`config.mk`:
```
export PLATFORM = sky130hd
export DESIGN_NAME = qsr_top
export DESIGN_NICKNAME = d
export VERILOG_FILES = /design/src/rtl/qsr_pkg.sv /design/src/rtl/qsr_rst_sync.sv /design/src/rtl/qsr_ctrl.sv /design/src/rtl/qsr_flags.sv /design/src/rtl/qsr_mask.sv /design/src/rtl/qsr_top.sv
export SDC_FILE = /design/constraint.sdc
export NUM_CORES = 1
export LEC_CHECK = 0
export ABC_AREA = 1
export BUFFER_PORTS_ARGS = -buffer_cell sky130_fd_sc_hd__buf_4
export CORE_MARGIN = 2
export CORE_UTILIZATION = 40
export DETAILED_ROUTE_END_ITERATION = 10
export PLACE_DENSITY = 0.77
export SYNTH_ARGS = -nofsm -noshare
export SYNTH_HDL_FRONTEND = slang
export SYNTH_SLANG_ARGS = --single-unit
```
`constraint.sdc`:
```
create_clock -name clk_i -period 0.8 [get_ports clk_i]
set_input_delay 0.12 -clock clk_i [delete_from_list [all_inputs] [get_ports clk_i]]
set_output_delay 0.12 -clock clk_i [all_outputs]
set_load 0.01 [all_outputs]
```
`src/rtl/qsr_pkg.sv`:
```
package qsr_pkg;
  // register word addresses
  localparam int unsigned A_CTRL = 0;
  localparam int unsigned A_STAT = 1;
  localparam int unsigned A_MSET = 2;
  localparam int unsigned A_MCLR = 3;
  localparam int unsigned A_MASK = 4;

  // status / mask bit positions
  localparam int unsigned B_RXF  = 0;
  localparam int unsigned B_TXE  = 1;
  localparam int unsigned B_IDLE = 2;
  localparam int unsigned B_OVR  = 3;
  localparam int unsigned B_CSR  = 8;
  localparam int unsigned B_CSF  = 9;
  localparam int unsigned B_IEND = 10;
  localparam int unsigned B_EN   = 24;

  // control bit positions
  localparam int unsigned C_ON   = 0;
  localparam int unsigned C_OFF  = 1;
  localparam int unsigned C_RST  = 7;
  localparam int unsigned C_LAST = 24;

  localparam logic [31:0] FLAG_BITS =
    (32'd1 << B_RXF) | (32'd1 << B_TXE) | (32'd1 << B_OVR) |
    (32'd1 << B_CSR) | (32'd1 << B_CSF) | (32'd1 << B_IEND);
  localparam logic [31:0] LEVEL_BITS = (32'd1 << B_IDLE) | (32'd1 << B_EN);
  localparam logic [31:0] MASKABLE   = FLAG_BITS | LEVEL_BITS;
endpackage

```
`src/rtl/qsr_rst_sync.sv`:
```
module qsr_rst_sync #(
  parameter int unsigned STAGES = 2
) (
  input  logic clk_i,
  input  logic rst_ni,
  output logic rst_no
);
  logic [STAGES-1:0] sync_q;

  always_ff @(posedge clk_i or negedge rst_ni) begin
    if (!rst_ni) sync_q <= '0;
    else         sync_q <= {sync_q[STAGES-2:0], 1'b1};
  end

  assign rst_no = sync_q[STAGES-1];
endmodule

```
`src/rtl/qsr_ctrl.sv`:
```
module qsr_ctrl #(
  parameter int unsigned DATA_W = 32
) (
  input  logic              clk_i,
  input  logic              rst_ni,
  input  logic              wr_ctrl_i,
  input  logic [DATA_W-1:0] wdata_i,
  output logic              soft_rst_o,
  output logic              enabled_o,
  output logic              cs_release_o,
  output logic              eng_reset_o
);
  import qsr_pkg::*;

  logic en_q, en_d, en_ce;
  logic rel_q, rel_d;
  logic eng_q, eng_d;
  logic on_w, off_w;

  assign on_w       = wr_ctrl_i & wdata_i[C_ON];
  assign off_w      = wr_ctrl_i & wdata_i[C_OFF];
  assign soft_rst_o = wr_ctrl_i & wdata_i[C_RST];

  // next state: reset beats disable, disable beats enable
  always_comb begin
    en_ce = soft_rst_o | on_w | off_w;
    en_d  = en_q;
    if (soft_rst_o)  en_d = 1'b0;
    else if (off_w)  en_d = 1'b0;
    else if (on_w)   en_d = 1'b1;
    rel_d = wr_ctrl_i & wdata_i[C_LAST];
    eng_d = soft_rst_o;
  end

  always_ff @(posedge clk_i or negedge rst_ni) begin
    if (!rst_ni) begin
      en_q  <= 1'b0;
      rel_q <= 1'b0;
      eng_q <= 1'b0;
    end else begin
      if (en_ce) en_q <= en_d;
      rel_q <= rel_d;
      eng_q <= eng_d;
    end
  end

  assign enabled_o    = en_q;
  assign cs_release_o = rel_q;
  assign eng_reset_o  = eng_q;
endmodule

```
`src/rtl/qsr_flags.sv`:
```
module qsr_flags #(
  parameter int unsigned DATA_W = 32
) (
  input  logic              clk_i,
  input  logic              rst_ni,
  input  logic              soft_rst_i,
  input  logic              rd_clr_i,
  input  logic [DATA_W-1:0] ev_word_i,
  output logic [DATA_W-1:0] pend_o,
  output logic              cmd_done_o
);
  import qsr_pkg::*;

  localparam logic [DATA_W-1:0] FMASK = DATA_W'(FLAG_BITS);

  logic [DATA_W-1:0] pend_q, pend_d;
  logic              pend_ce;
  logic              iend_q, iend_d, csr_q, csr_d, trk_ce;
  logic              done_w, take_w;

  assign done_w = iend_q & csr_q;
  assign take_w = rd_clr_i & done_w;

  always_comb begin
    pend_ce = soft_rst_i | rd_clr_i | (|(ev_word_i & FMASK));
    if (soft_rst_i)
      pend_d = '0;
    else if (rd_clr_i)
      pend_d = ev_word_i & FMASK;
    else
      pend_d = (pend_q | ev_word_i) & FMASK;
  end

  // completion tracker survives status reads until both halves are seen
  always_comb begin
    trk_ce = soft_rst_i | take_w | ev_word_i[B_IEND] | ev_word_i[B_CSR];
    if (soft_rst_i) begin
      iend_d = 1'b0;
      csr_d  = 1'b0;
    end else begin
      iend_d = (iend_q & ~take_w) | ev_word_i[B_IEND];
      csr_d  = (csr_q  & ~take_w) | ev_word_i[B_CSR];
    end
  end

  always_ff @(posedge clk_i or negedge rst_ni) begin
    if (!rst_ni) begin
      pend_q <= '0;
      iend_q <= 1'b0;
      csr_q  <= 1'b0;
    end else begin
      if (pend_ce) pend_q <= pend_d;
      if (trk_ce) begin
        iend_q <= iend_d;
        csr_q  <= csr_d;
      end
    end
  end

  assign pend_o     = pend_q;
  assign cmd_done_o = done_w;
endmodule

```
`src/rtl/qsr_mask.sv`:
```
module qsr_mask #(
  parameter int unsigned DATA_W = 32
) (
  input  logic              clk_i,
  input  logic              rst_ni,
  input  logic              soft_rst_i,
  input  logic              set_i,
  input  logic              clr_i,
  input  logic [DATA_W-1:0] wdata_i,
  output logic [DATA_W-1:0] mask_o
);
  import qsr_pkg::*;

  localparam logic [DATA_W-1:0] VALID = DATA_W'(MASKABLE);

  logic [DATA_W-1:0] mask_q, mask_d, set_w, clr_w;
  logic              mask_ce;

  always_comb begin
    set_w   = set_i ? wdata_i : '0;
    clr_w   = clr_i ? wdata_i : '0;
    mask_ce = soft_rst_i | set_i | clr_i;
    if (soft_rst_i) mask_d = '0;
    else            mask_d = ((mask_q | set_w) & ~clr_w) & VALID;
  end

  always_ff @(posedge clk_i or negedge rst_ni) begin
    if (!rst_ni)      mask_q <= '0;
    else if (mask_ce) mask_q <= mask_d;
  end

  assign mask_o = mask_q;
endmodule

```
`src/rtl/qsr_top.sv`:
```
module qsr_top #(
  parameter int unsigned DATA_W = 32,
  parameter int unsigned ADDR_W = 3
) (
  input  logic              clk_i,
  input  logic              rst_ni,
  input  logic              wr_i,
  input  logic              rd_i,
  input  logic [ADDR_W-1:0] addr_i,
  input  logic [DATA_W-1:0] wdata_i,
  output logic [DATA_W-1:0] rdata_o,
  input  logic              ev_rx_full_i,
  input  logic              ev_tx_empty_i,
  input  logic              ev_overrun_i,
  input  logic              ev_cs_rise_i,
  input  logic              ev_cs_fall_i,
  input  logic              ev_inst_end_i,
  input  logic              tx_idle_i,
  output logic              irq_o,
  output logic              enabled_o,
  output logic              cs_release_o,
  output logic              eng_reset_o,
  output logic              cmd_done_o
);
  import qsr_pkg::*;

  logic              rst_ns;
  logic              wr_ctrl, wr_set, wr_clr, rd_stat;
  logic              soft_rst;
  logic [DATA_W-1:0] ev_word, pend_w, mask_w, status_w;
  logic [DATA_W-1:0] rdata_q, rdata_d;

  qsr_rst_sync #(.STAGES(2)) u_rst (
    .clk_i (clk_i),
    .rst_ni(rst_ni),
    .rst_no(rst_ns)
  );

  // address decode
  assign wr_ctrl = wr_i & (addr_i == ADDR_W'(A_CTRL));
  assign wr_set  = wr_i & (addr_i == ADDR_W'(A_MSET));
  assign wr_clr  = wr_i & (addr_i == ADDR_W'(A_MCLR));
  assign rd_stat = rd_i & (addr_i == ADDR_W'(A_STAT));

  always_comb begin
    ev_word         = '0;
    ev_word[B_RXF]  = ev_rx_full_i;
    ev_word[B_TXE]  = ev_tx_empty_i;
    ev_word[B_OVR]  = ev_overrun_i;
    ev_word[B_CSR]  = ev_cs_rise_i;
    ev_word[B_CSF]  = ev_cs_fall_i;
    ev_word[B_IEND] = ev_inst_end_i;
  end

  qsr_ctrl #(.DATA_W(DATA_W)) u_ctrl (
    .clk_i       (clk_i),
    .rst_ni      (rst_ns),
    .wr_ctrl_i   (wr_ctrl),
    .wdata_i     (wdata_i),
    .soft_rst_o  (soft_rst),
    .enabled_o   (enabled_o),
    .cs_release_o(cs_release_o),
    .eng_reset_o (eng_reset_o)
  );

  qsr_flags #(.DATA_W(DATA_W)) u_flags (
    .clk_i     (clk_i),
    .rst_ni    (rst_ns),
    .soft_rst_i(soft_rst),
    .rd_clr_i  (rd_stat),
    .ev_word_i (ev_word),
    .pend_o    (pend_w),
    .cmd_done_o(cmd_done_o)
  );

  qsr_mask #(.DATA_W(DATA_W)) u_mask (
    .clk_i     (clk_i),
    .rst_ni    (rst_ns),
    .soft_rst_i(soft_rst),
    .set_i     (wr_set),
    .clr_i     (wr_clr),
    .wdata_i   (wdata_i),
    .mask_o    (mask_w)
  );

  always_comb begin
    status_w         = pend_w;
    status_w[B_IDLE] = tx_idle_i;
    status_w[B_EN]   = enabled_o;
  end

  always_comb begin
    case (addr_i)
      ADDR_W'(A_STAT): rdata_d = status_w;
      ADDR_W'(A_MASK): rdata_d = mask_w;
      default:         rdata_d = '0;
    endcase
  end

  always_ff @(posedge clk_i or negedge rst_ns) begin
    if (!rst_ns)   rdata_q <= '0;
    else if (rd_i) rdata_q <= rdata_d;
  end

  assign rdata_o = rdata_q;
  assign irq_o   = |(status_w & mask_w);
endmodule

```
==> impl_results.md <==
- Skew-Pair Late Insertion Delay: 270 ps
- Max Clk Rate: 797 MHz
- Outcome: complete, but fails checks
- Most common cell after layout, fill and taps aside: buf_4
- Clk slew on worst S/H paths: 60 ps
- Setup CP Type: reg2out
- Crit path buffers/inverters: 2
- Die X: 65.4 um
- IO Pins: 83
- Area after DPL: 0.00199 mm2
- Die span in y: 65.4 um
- CTS Buffer Depth: 2
- Crit share post-route: 157%
- Nature of the critical path endpoint: output pin
- P&R area growth vs syn: 59.1%
- Library cells used by synthesis: 18
- Antenna cells: 0
- Share of layout cells above drive strength 1: 48.7%
- Cell Rows: 22
- Number of buffers created by CTS: 5
- CTS tree: built
- First-pass GRT wire length: 5.95 mm
- Failing checks: negative setup slack
- Post-route DRC: 0
- TNS Setup: -2430 ps
- Fin area: 0.00240 mm2
- Crit path max-delay family: flip-flops
- Post-route ant nets: 0
- Synth Register Bits: 29
- Layout fillers: 295
- YS warnings: 0
- # port buffers: 35
- Slowest cell on crit path: dfrtp_1
- Slew Limit Fails: 0
- Clock sinks: 29
- CP max FO: 2
- Initial DRC Count: 42
- Syn Inst Count: 191
- Core area: 0.00363 mm2
- Endpoints failing hold: 0
- Worst path arrival time: 1130 ps
- Global route overflow: 0
- Initial antenna violation count: 0
- Total Routing Usage GR: 18.1%
- Final Power: 4.43 mW
- Die Footprint: 0.00427 mm2
- Ordered cell list for the critical path: inv_2 -> o22ai_2 -> nor2_1 -> nand2_1 -> buf_6
- Average wire per standard cell: 12.0 um
- Post-DR vias/cell: 4.50
- Pwr per Cell Area: 1850 mW/mm2
- Fin nets: 321
- Syn avg cell area: 7.89 um2
- Worst hold path type: in2reg
- Worst EP required: 680 ps
- Post-synthesis cell type with the largest combined area: dfrtp_1
- Final critical-path required period: 1250 ps
- Root Driver: clkbuf_8
- Initial Util: 41.5%
- Via Count: 1,455
- Sequential area share after synthesis: 48.2%
- First-pass detailed-route iteration total: 4
- Max VDD drop: 1400 uV
- Post-synth top area share: 48.2%
- Most frequent cells in the layout: buf_4, nand2_1, buf_6
- Lkg Pwr: 1.25 nW
- Setup Viol. Count Final: 21
- RSZ-0062 raised after global routing: yes
- Largest net degree at the start of global routing: 21
- Gpl congestion: 0.845
- Total wire length: 3.86 mm
- Max_cap viols: 0
- Post-synth design cell area: 0.00151 mm2
- Setup crit start kind: flip-flop
- Clock Skew: 8.16 ps
- CP peak stage delay: 390 ps
- CTS H-tree depth: 2
- Setup WS post-layout: -455 ps
- Hpwl dp: 2.48 mm
- Number of global-route vias before repair: 1,378
- Ranking of synthesized cells by area: dfrtp_1, nand2_1, buf_4, nand3_1, inv_1
[final timing paths]
kind                                       start                   to  slack, ps  cells past startpoint
worst max register to register  u_mask.mask_o[9]     u_mask.mask_o[9]       -150                      6
min in group asynchronous        u_rst.sync_q[1]    u_flags.pend_o[3]        100                      0
worst max-delay path            u_mask.mask_o[9]                irq_o       -450                      5
max in group asynchronous        u_rst.sync_q[1]  u_ctrl.cs_release_o        330                      1
worst min register to register   u_rst.sync_q[1]    u_flags.pend_o[3]        100                      0
worst min-delay path                ev_rx_full_i    u_flags.pend_o[0]         60                      3
[sequential cells by signal (all words and copies together), names as in the netlist]
name and cells:
u_rst.sync_q 2, u_flags.iend_q 1, u_flags.csr_q 1, u_mask.mask_o 8
u_ctrl.eng_reset_o 1, u_flags.pend_o 6, u_ctrl.cs_release_o 1, rdata_o 8
u_ctrl.enabled_o 1
[logic make-up (layout without fill, tap and decap cells)]
| family | Yosys count | in the layout | synth area share [%] |
|---|---|---|---|
| flops | 29 | 29 | 48.2 |
| compound gates | 17 | 17 | 6.56 |
| other cells | 2 | 25 | 0.499 |
| buf+inv | 49 | 110 | 18.8 |
| simple gates | 94 | 94 | 26.0 |
[final cells by class]
class / count / area, um2 / share of cell area [%]
Timing Repair Buffer: 80 / 744 / 31.1
Sequential cell: 29 / 727 / 30.3
Multi-Input combinational cell: 136 / 692 / 28.9
Clock buffer: 7 / 86.3 / 3.60
Inverter: 23 / 86.3 / 3.60
Tap cell: 48 / 60.1 / 2.51
[cells in the mapped netlist]
cell type   n
nand3_1    16
and3_1      1
inv_1      21
a21oi_1     8
inv_2       2
buf_2       1
dfrtp_1    29
o21ai_0     3
buf_4      24
o22ai_1     1
nor2_1     21
nor2_4      1
buf_6       1
nor3_2      1
conb_1      2
nand2_1    53
nand4_1     1
o211ai_1    5
[where the power goes]
group / internal [mW] / leakage, nW / total [mW] / switching (mW)
clock network: 0.681 / 0.0443 / 1.20 / 0.522
registers: 1.65 / 0.341 / 1.78 / 0.130
logic: 0.807 / 0.866 / 1.45 / 0.639
[what timing repair did]
action / CTS / global route
pin swaps: 6 / 33
setup endpoints to repair: 18 / 36
gates resized for setup: 30 / 43
hold buffers: 1 / 0
setup buffers: 7 / 11
gates cloned: 0 / 0
endpoints found under the hold margin: 2 / 0
[per-stage QoR]
step                      std cells  setup WS [ps]  hold slack, ps  util, %
after floorplan                 214          -1.22            -176        -
after global placement          302           -157           -96.0     54.8
after detailed placement        302           -166           -96.4     54.8
after CTS                       317           -430            62.6     61.3
after global routing            323           -550            55.5     65.9
final                           323           -455            58.0     65.9
[routing by layer]
layer | up-vias | share of wire [%] | track usage [%]
met5 | - | 0 | 0
met4 | 0 | 1.8 | 5.21
met3 | 8 | 5.2 | 5.65
met2 | 52 | 52 | 31.4
met1 | 684 | 41 | 21.6
li1 | 711 | - | -
[worst min-delay path, cell delays in order]
cell and delay, ps:
buf_4 80, a21oi_2 20, nor2_1 70
No activity file was read; power rests on OpenSTA's default activity.
